===== src/rtl/ffg_pkg.sv =====
package ffg_pkg;
  localparam int unsigned ELEM_W = 64;
  localparam int unsigned WORD_W = 32;
  localparam int unsigned GRP_W  = ELEM_W / 8;

  typedef enum logic [1:0] {ST_IDLE, ST_SCAN, ST_WAIT} ffg_state_e;

  // base plus the immediate scaled to a word-sized byte offset, wraps mod 2^64
  function automatic logic [ELEM_W-1:0] elem_addr(input logic [ELEM_W-1:0] base,
                                                  input logic [4:0] imm);
    return base + {{(ELEM_W-7){1'b0}}, imm, 2'b00};
  endfunction

  function automatic logic [ELEM_W-1:0] sext_word(input logic [WORD_W-1:0] w);
    return {{(ELEM_W-WORD_W){w[WORD_W-1]}}, w};
  endfunction
endpackage


===== src/rtl/ffg_addr_gen.sv =====
module ffg_addr_gen
  import ffg_pkg::*;
#(
  parameter int unsigned VLEN  = 256,
  parameter int unsigned ELEMS = VLEN / ELEM_W,
  parameter int unsigned IDX_W = 2
) (
  input  logic [VLEN-1:0]   base_vec,
  input  logic [VLEN/8-1:0] pred,
  input  logic [4:0]        imm5,
  input  logic [IDX_W-1:0]  idx,
  output logic [ELEM_W-1:0] addr,
  output logic              active
);
  logic [ELEM_W-1:0] base_sel;

  always_comb begin
    base_sel = base_vec[int'(idx)*ELEM_W +: ELEM_W];
    addr     = elem_addr(base_sel, imm5);
    active   = pred[int'(idx)*GRP_W];
  end
endmodule


===== src/rtl/ffg_ffr_track.sv =====
module ffg_ffr_track
  import ffg_pkg::*;
#(
  parameter int unsigned PRED_W = 32,
  parameter int unsigned IDX_W  = 2
) (
  input  logic              clk,
  input  logic              rst_n,
  input  logic              load,
  input  logic [PRED_W-1:0] ffr_in,
  input  logic              clr_en,
  input  logic [IDX_W-1:0]  idx,
  input  logic              commit,
  output logic              elem_live,
  output logic [PRED_W-1:0] ffr_o
);
  logic [PRED_W-1:0] work_q, work_d;

  always_comb begin
    work_d = work_q;
    if (load)        work_d = ffr_in;
    else if (clr_en) work_d[int'(idx)*GRP_W +: GRP_W] = '0;
  end

  assign elem_live = work_q[int'(idx)*GRP_W];

  always_ff @(posedge clk or negedge rst_n) begin
    if (!rst_n) begin
      work_q <= '0;
      ffr_o  <= '0;
    end else begin
      work_q <= work_d;
      if (commit) ffr_o <= work_d;
    end
  end

  // mask bits only ever fall during a walk
  AST_FFR_NO_SET: assert property (@(posedge clk) disable iff (!rst_n)
    !load |=> ((work_q & ~$past(work_q)) == '0));
endmodule


===== src/rtl/ffg_lane_store.sv =====
module ffg_lane_store
  import ffg_pkg::*;
#(
  parameter int unsigned VLEN  = 256,
  parameter int unsigned IDX_W = 2
) (
  input  logic              clk,
  input  logic              rst_n,
  input  logic              clear,
  input  logic              wr_en,
  input  logic              wr_zero,
  input  logic [IDX_W-1:0]  idx,
  input  logic [WORD_W-1:0] word,
  input  logic              commit,
  output logic [VLEN-1:0]   result_o
);
  logic [VLEN-1:0] work_q, work_d;

  always_comb begin
    work_d = work_q;
    if (clear) work_d = '0;
    else if (wr_en)
      work_d[int'(idx)*ELEM_W +: ELEM_W] = wr_zero ? '0 : sext_word(word);
  end

  always_ff @(posedge clk or negedge rst_n) begin
    if (!rst_n) begin
      work_q   <= '0;
      result_o <= '0;
    end else begin
      work_q <= work_d;
      if (commit) result_o <= work_d;
    end
  end

  AST_LANE_SEXT: assert property (@(posedge clk) disable iff (!rst_n)
    (wr_en && !wr_zero && !clear) |=>
      (work_q[int'($past(idx))*ELEM_W + WORD_W +: (ELEM_W-WORD_W)]
        == {(ELEM_W-WORD_W){$past(word[WORD_W-1])}}));
endmodule


===== src/rtl/ffgather_engine.sv =====
module ffgather_engine
  import ffg_pkg::*;
#(
  parameter int unsigned VLEN = 256,
  localparam int unsigned PRED_W = VLEN / 8
) (
  input  logic              clk,
  input  logic              rst_n,
  input  logic              start,
  input  logic [VLEN-1:0]   base_vec,
  input  logic [PRED_W-1:0] pred,
  input  logic [4:0]        imm5,
  input  logic [PRED_W-1:0] ffr_in,
  output logic              req_valid,
  input  logic              req_ready,
  output logic [63:0]       req_addr,
  input  logic              rsp_valid,
  input  logic [31:0]       rsp_data,
  input  logic              rsp_fault,
  output logic [VLEN-1:0]   result_o,
  output logic [PRED_W-1:0] ffr_o,
  output logic              done_o,
  output logic              trap_o,
  output logic              busy_o
);
  localparam int unsigned ELEMS = VLEN / ELEM_W;
  localparam int unsigned IDX_W = (ELEMS > 1) ? $clog2(ELEMS) : 1;
  localparam logic [IDX_W-1:0] LAST_IDX = IDX_W'(ELEMS - 1);

  ffg_state_e        state_q;
  logic [IDX_W-1:0]  idx_q;
  logic [VLEN-1:0]   lat_base;
  logic [PRED_W-1:0] lat_pred;
  logic [4:0]        lat_imm;
  logic              first_pend_q, faulted_q, unknown_q;
  logic              done_q, trap_q;

  logic [ELEM_W-1:0] cur_addr;
  logic              cur_active, elem_live;

  // named internal events
  logic start_acc, in_scan, in_wait, issue_need, req_fire, skip_evt;
  logic rsp_take, trap_evt, sup_evt, good_evt, elem_end, last_elem, finish;
  logic uk_now, clr_en, wr_zero;

  assign start_acc  = (state_q == ST_IDLE) && start;
  assign in_scan    = (state_q == ST_SCAN);
  assign in_wait    = (state_q == ST_WAIT);
  assign issue_need = in_scan && cur_active && !faulted_q;
  assign req_fire   = issue_need && req_ready;
  assign skip_evt   = in_scan && !issue_need;
  assign rsp_take   = in_wait && rsp_valid;
  assign trap_evt   = rsp_take && rsp_fault && first_pend_q;
  assign sup_evt    = rsp_take && rsp_fault && !first_pend_q;
  assign good_evt   = rsp_take && !rsp_fault;
  assign elem_end   = skip_evt || sup_evt || good_evt;
  assign last_elem  = (idx_q == LAST_IDX);
  assign finish     = elem_end && last_elem;
  assign uk_now     = unknown_q || !elem_live;
  assign clr_en     = (skip_evt && faulted_q) || sup_evt;
  assign wr_zero    = skip_evt || sup_evt || (good_evt && uk_now);

  assign req_valid = issue_need;
  assign req_addr  = cur_addr;
  assign done_o    = done_q;
  assign trap_o    = trap_q;
  assign busy_o    = (state_q != ST_IDLE);

  ffg_addr_gen #(.VLEN(VLEN), .ELEMS(ELEMS), .IDX_W(IDX_W)) u_addr (
    .base_vec(lat_base), .pred(lat_pred), .imm5(lat_imm), .idx(idx_q),
    .addr(cur_addr), .active(cur_active)
  );

  ffg_ffr_track #(.PRED_W(PRED_W), .IDX_W(IDX_W)) u_ffr (
    .clk(clk), .rst_n(rst_n), .load(start_acc), .ffr_in(ffr_in),
    .clr_en(clr_en), .idx(idx_q), .commit(finish),
    .elem_live(elem_live), .ffr_o(ffr_o)
  );

  ffg_lane_store #(.VLEN(VLEN), .IDX_W(IDX_W)) u_lane (
    .clk(clk), .rst_n(rst_n), .clear(start_acc), .wr_en(elem_end),
    .wr_zero(wr_zero), .idx(idx_q), .word(rsp_data), .commit(finish),
    .result_o(result_o)
  );

  always_ff @(posedge clk or negedge rst_n) begin
    if (!rst_n) begin
      state_q      <= ST_IDLE;
      idx_q        <= '0;
      lat_base     <= '0;
      lat_pred     <= '0;
      lat_imm      <= '0;
      first_pend_q <= 1'b0;
      faulted_q    <= 1'b0;
      unknown_q    <= 1'b0;
      done_q       <= 1'b0;
      trap_q       <= 1'b0;
    end else begin
      done_q <= finish;
      trap_q <= trap_evt;
      if (start_acc) begin
        lat_base     <= base_vec;
        lat_pred     <= pred;
        lat_imm      <= imm5;
        idx_q        <= '0;
        first_pend_q <= 1'b1;
        faulted_q    <= 1'b0;
        unknown_q    <= 1'b0;
        state_q      <= ST_SCAN;
      end else if (req_fire) begin
        state_q <= ST_WAIT;
      end else if (trap_evt) begin
        state_q <= ST_IDLE;
      end else if (elem_end) begin
        unknown_q <= uk_now || sup_evt;
        if (sup_evt)  faulted_q    <= 1'b1;
        if (good_evt) first_pend_q <= 1'b0;
        if (last_elem) begin
          state_q <= ST_IDLE;
        end else begin
          idx_q   <= idx_q + 1'b1;
          state_q <= ST_SCAN;
        end
      end
    end
  end

  AST_REQ_HOLD: assert property (@(posedge clk) disable iff (!rst_n)
    (req_valid && !req_ready) |=> (req_valid && $stable(req_addr)));
  AST_REQ_ONLY_ACTIVE: assert property (@(posedge clk) disable iff (!rst_n)
    req_valid |-> cur_active);
  AST_NO_REQ_AFTER_SUP: assert property (@(posedge clk) disable iff (!rst_n)
    faulted_q |-> !req_valid);
  AST_TRAP_FIRST_ONLY: assert property (@(posedge clk) disable iff (!rst_n)
    trap_o |-> (!done_o && $past(first_pend_q)));
  AST_DONE_ONE_CYCLE: assert property (@(posedge clk) disable iff (!rst_n)
    done_o |=> !done_o);
endmodule


===== config.mk =====
export PLATFORM = sky130hd
export DESIGN_NAME = ffgather_engine
export DESIGN_NICKNAME = d
export VERILOG_FILES = /design/src/rtl/ffg_pkg.sv /design/src/rtl/ffg_addr_gen.sv /design/src/rtl/ffg_ffr_track.sv /design/src/rtl/ffg_lane_store.sv /design/src/rtl/ffgather_engine.sv
export SDC_FILE = /design/constraint.sdc
export NUM_CORES = 2
export LEC_CHECK = 0
export BUFFER_PORTS_ARGS = -buffer_cell sky130_fd_sc_hd__buf_2
export CELL_PAD_IN_SITES_DETAIL_PLACEMENT = 0
export CELL_PAD_IN_SITES_GLOBAL_PLACEMENT = 1
export CORE_MARGIN = 2
export CORE_UTILIZATION = 30
export DETAILED_ROUTE_END_ITERATION = 12
export GPL_TIMING_DRIVEN = 0
export PLACE_DENSITY_LB_ADDON = 0.1
export SYNTH_ARGS = -nofsm -noshare
export SYNTH_HDL_FRONTEND = slang
export SYNTH_HIERARCHICAL = 1
export SYNTH_SLANG_ARGS = --single-unit

===== constraint.sdc =====
create_clock -name clk -period 7.3 [get_ports clk]
set_input_delay 1.46 -clock clk [delete_from_list [all_inputs] [get_ports clk]]
set_output_delay 1.46 -clock clk [all_outputs]
set_load 0.01 [all_outputs]

==> flow_metrics.py <==
metrics = {
    "logic_synthesis": {
        "synth_warnings": 6,
        "postSynthAreaPerCell_um2": 13.0,
        "syn_nets": 3224,
        "synthCells": 2849,
        "synth_area_mm2": 0.0371,
    },
    "floorplanning": {
        "ios": 719,
        "die_area_mm2": 0.127,
        "dieWidth_um": 356,
        "row_count": 129,
        "die_y_um": 356,
        "start_util_pct": 30.1,
        "fp.coreArea_mm2": 0.123,
    },
    "placed_design": {
        "dpl_worst_slack_ns": -0.788,
        "gp_congestion": 0.808,
        "io_buffers": 690,
        "place_area_mm2": 0.0429,
        "hpwl_um": 101000,
        "dp_cells": 5184,
    },
    "sta": {
        "hold_viol_final": 0,
        "setup_tns_ns": 0,
        "fin_crit_sh_pct": 95.9,
        "setup_slack_ns": 0.302,
        "setup_viol": 0,
        "max_slew.worst_pin.slew_ns": 1.10,
        "fin_crit_ns": 7.00,
        "slew_violations": 0,
        "fmaxAchievable_mhz": 143,
        "max_slew_margin_pct": 26.6,
        "grt_setup_unrepaired": "no",
        "skew_ns": 0.0251,
    },
    "pwr": {
        "p_comb_share_pct": 40.7,
        "p_per_area_mw_per_mm2": 456,
        "p_int_w": 0.0132,
        "pwr-share-seq_pct": 34.7,
        "p_sw_w": 0.00797,
        "p_clk_share_pct": 24.6,
        "p_leak_nw": 22.4,
        "swShare_pct": 37.7,
        "ir_drop_mv": 0.224,
    },
    "cts": {
        "cts.path.max_buffers": 3,
        "cts.sinks": 850,
        "clkTransAtPathRegs_ns": 0.06,
        "clockRootBuffer": "clkbuf_16",
        "cts_tree": "built",
        "clock_latency_ns": 0.69,
        "htreeDepth": 3,
        "cts_buffers": 100,
    },
    "critical_path": {
        "cp-startpoint": "idx_q[0]",
        "r2r_slack_ns": 1.63,
        "r2r_start": "idx_q[0]",
        "r2r-end": "u_lane/result_o[110]",
        "cp_max_fo": 28,
        "endpoint_kind": "output pin",
        "cp-endpoint": "req_addr[63]",
        "r2r_cells": 12,
        "crit_type": "reg2out",
        "worst_ep_required_time_ns": 5.84,
        "arrival_ns": 5.54,
        "critical_path.startpoint_type": "register",
    },
    "layout": {
        "multi_input_area_mm2": 0.0145,
        "final_area_mm2": 0.0464,
        "instances_no_fill": 5392,
        "drive_gt1_share_pct": 35.1,
        "syn_to_final_growth_pct": 24.8,
        "fin_nets": 4025,
        "fill_cells": 12392,
        "seqCellArea_mm2": 0.0213,
    },
    "global_routing": {
        "top_usage_layer": "met2",
        "use_met1_pct": 27.9,
        "track_usage_pct": 21.5,
        "grt_pass1_wl_um": 200000,
        "grt_max_degree": 111,
        "antenna_found_initial": 59,
        "grt_use_met2_pct": 34.0,
        "overflow": 0,
        "grt_pass1_vias": 28101,
        "met3_usage_pct": 6.51,
    },
    "routing": {
        "wire_per_inst_um": 25.7,
        "via_per_inst": 4.99,
        "routed_wl_um": 139000,
        "vias": 26881,
        "drcViolationCount": 0,
        "drt_iter0_markers": 1753,
        "ant_nets": 0,
        "first_pass_iters": 5,
    },
    "outcome": {
        "status": "completed",
    },
    "min_path": {
        "hp-class": "reg2reg",
    },
    "run": {
        "max_cap_viol_count": 0,
    },
}
through the flow:
stage | hold WS (ns) | utilization, % | power, W
floorplan | 0.471 | - | 0.0125
global placement | 0.470 | 34.6 | 0.0161
detailed placement | 0.468 | 34.8 | 0.0161
CTS | 0.485 | 37.5 | 0.0214
global route | 0.494 | 37.6 | 0.0224
finish | 0.476 | 37.6 | 0.0212
area by class of cell:
class / instances / share of cell area, %
Clock inverter: 25 / 0.810
Buffer: 252 / 2.88
Tap cell: 1637 / 4.42
Multi-Input combinational cell: 1726 / 31.2
Inverter: 17 / 0.138
Antenna cell: 26 / 0.140
Sequential cell: 850 / 45.9
Clock buffer: 156 / 6.50
Timing Repair Buffer: 703 / 8.03
placed cells by master, fill, tap and decap left out, types with 5 or more instances in the layout:
cell type and instances:
dfrtp_1 848, buf_2 773, nand2_1 198, mux2_4 191, a221o_1 161, nor2_1 144, clkbuf_1 143, a21oi_1 139
a32oi_1 124, clkbuf_16 101, nor2b_1 100, mux2_2 74, nand2b_1 70, o2bb2ai_1 62, nand3_1 48, o21ai_0 46
nand3b_1 36, mux4_2 36, a31oi_1 33, xor2_1 32, buf_6 31, mux4_1 30, o211ai_1 29, clkbuf_8 28
xnor2_1 28, diode_2 26, nand4_1 20, o21ai_1 20, inv_1 16, nor3_1 14, buf_4 12, ha_1 11
clkinv_2 11, buf_1 11, nor4_1 9, buf_16 8, bufinv_16 7, and2_1 6, and3_1 5, and3b_1 5
power groups by stage:
| stage | clock, W | sequential [W] | combinational (W) |
|---|---|---|---|
| 2_1_floorplan | 0 | 0.00735 | 0.00517 |
| 3_3_place_gp | 0 | 0.00743 | 0.00867 |
| 3_5_place_dp | 0 | 0.00742 | 0.00869 |
| 4_1_cts | 0.00537 | 0.00736 | 0.00872 |
| 5_1_grt | 0.00554 | 0.00755 | 0.00926 |
| 6_report | 0.00520 | 0.00735 | 0.00860 |
registers in the layout, indices dropped and copies added, names as in the netlist:
register / flops
u_lane/result_o: 256
faulted_q: 1
lat_pred: 4
unknown_q: 1
state_q: 2
lat_imm: 5
u_ffr/ffr_o: 32
idx_q: 2
done_o: 1
trap_o: 1
first_pend_q: 1
lat_base: 256
u_lane/work_q: 256
u_ffr/work_q: 32
metal layers:
| layer | wire [um] | part of all wire, % |
|---|---|---|
| met1 | 59600 | 43 |
| met2 | 64100 | 46 |
| met3 | 9960 | 7.2 |
| met4 | 4890 | 3.5 |
| met5 | 138 | 0.10 |
what timing repair did:
action / CTS / global route
pin swaps: 2 / 0
setup endpoints to repair: 52 / 11
hold buffers: 0 / 0
resized for setup: 6 / 2
setup buffers: 5 / 0
worst min-delay path by stage:
stage          slack (ns)                   end            startpoint  cells after the start
2_1_floorplan        0.47         lat_base[225]         lat_base[225]                      1
3_3_place_gp         0.47    u_lane/result_o[3]    u_lane/result_o[3]                      1
3_5_place_dp         0.47   u_lane/result_o[12]   u_lane/result_o[12]                      1
4_1_cts              0.48    u_lane/result_o[1]    u_lane/result_o[1]                      1
5_1_grt              0.49    u_lane/result_o[1]    u_lane/result_o[1]                      1
6_report             0.48  u_lane/result_o[157]  u_lane/result_o[157]                      1
worst max-delay path, stage by stage (launching register included):
cell and delay, ns:
dfrtp_4 0.64, buf_6 0.25, buf_8 0.21, buf_8 0.35
mux4_2 0.58, ha_1 0.37, nand2_1 0.11, or3b_2 0.57
a2111oi_4 0.32, buf_4 0.19, or4b_1 0.44, buf_2 0.21
nor4b_2 0.25, xor2_1 0.16, buf_2 0.17
Note: power is estimated with default switching activity, not from simulation.
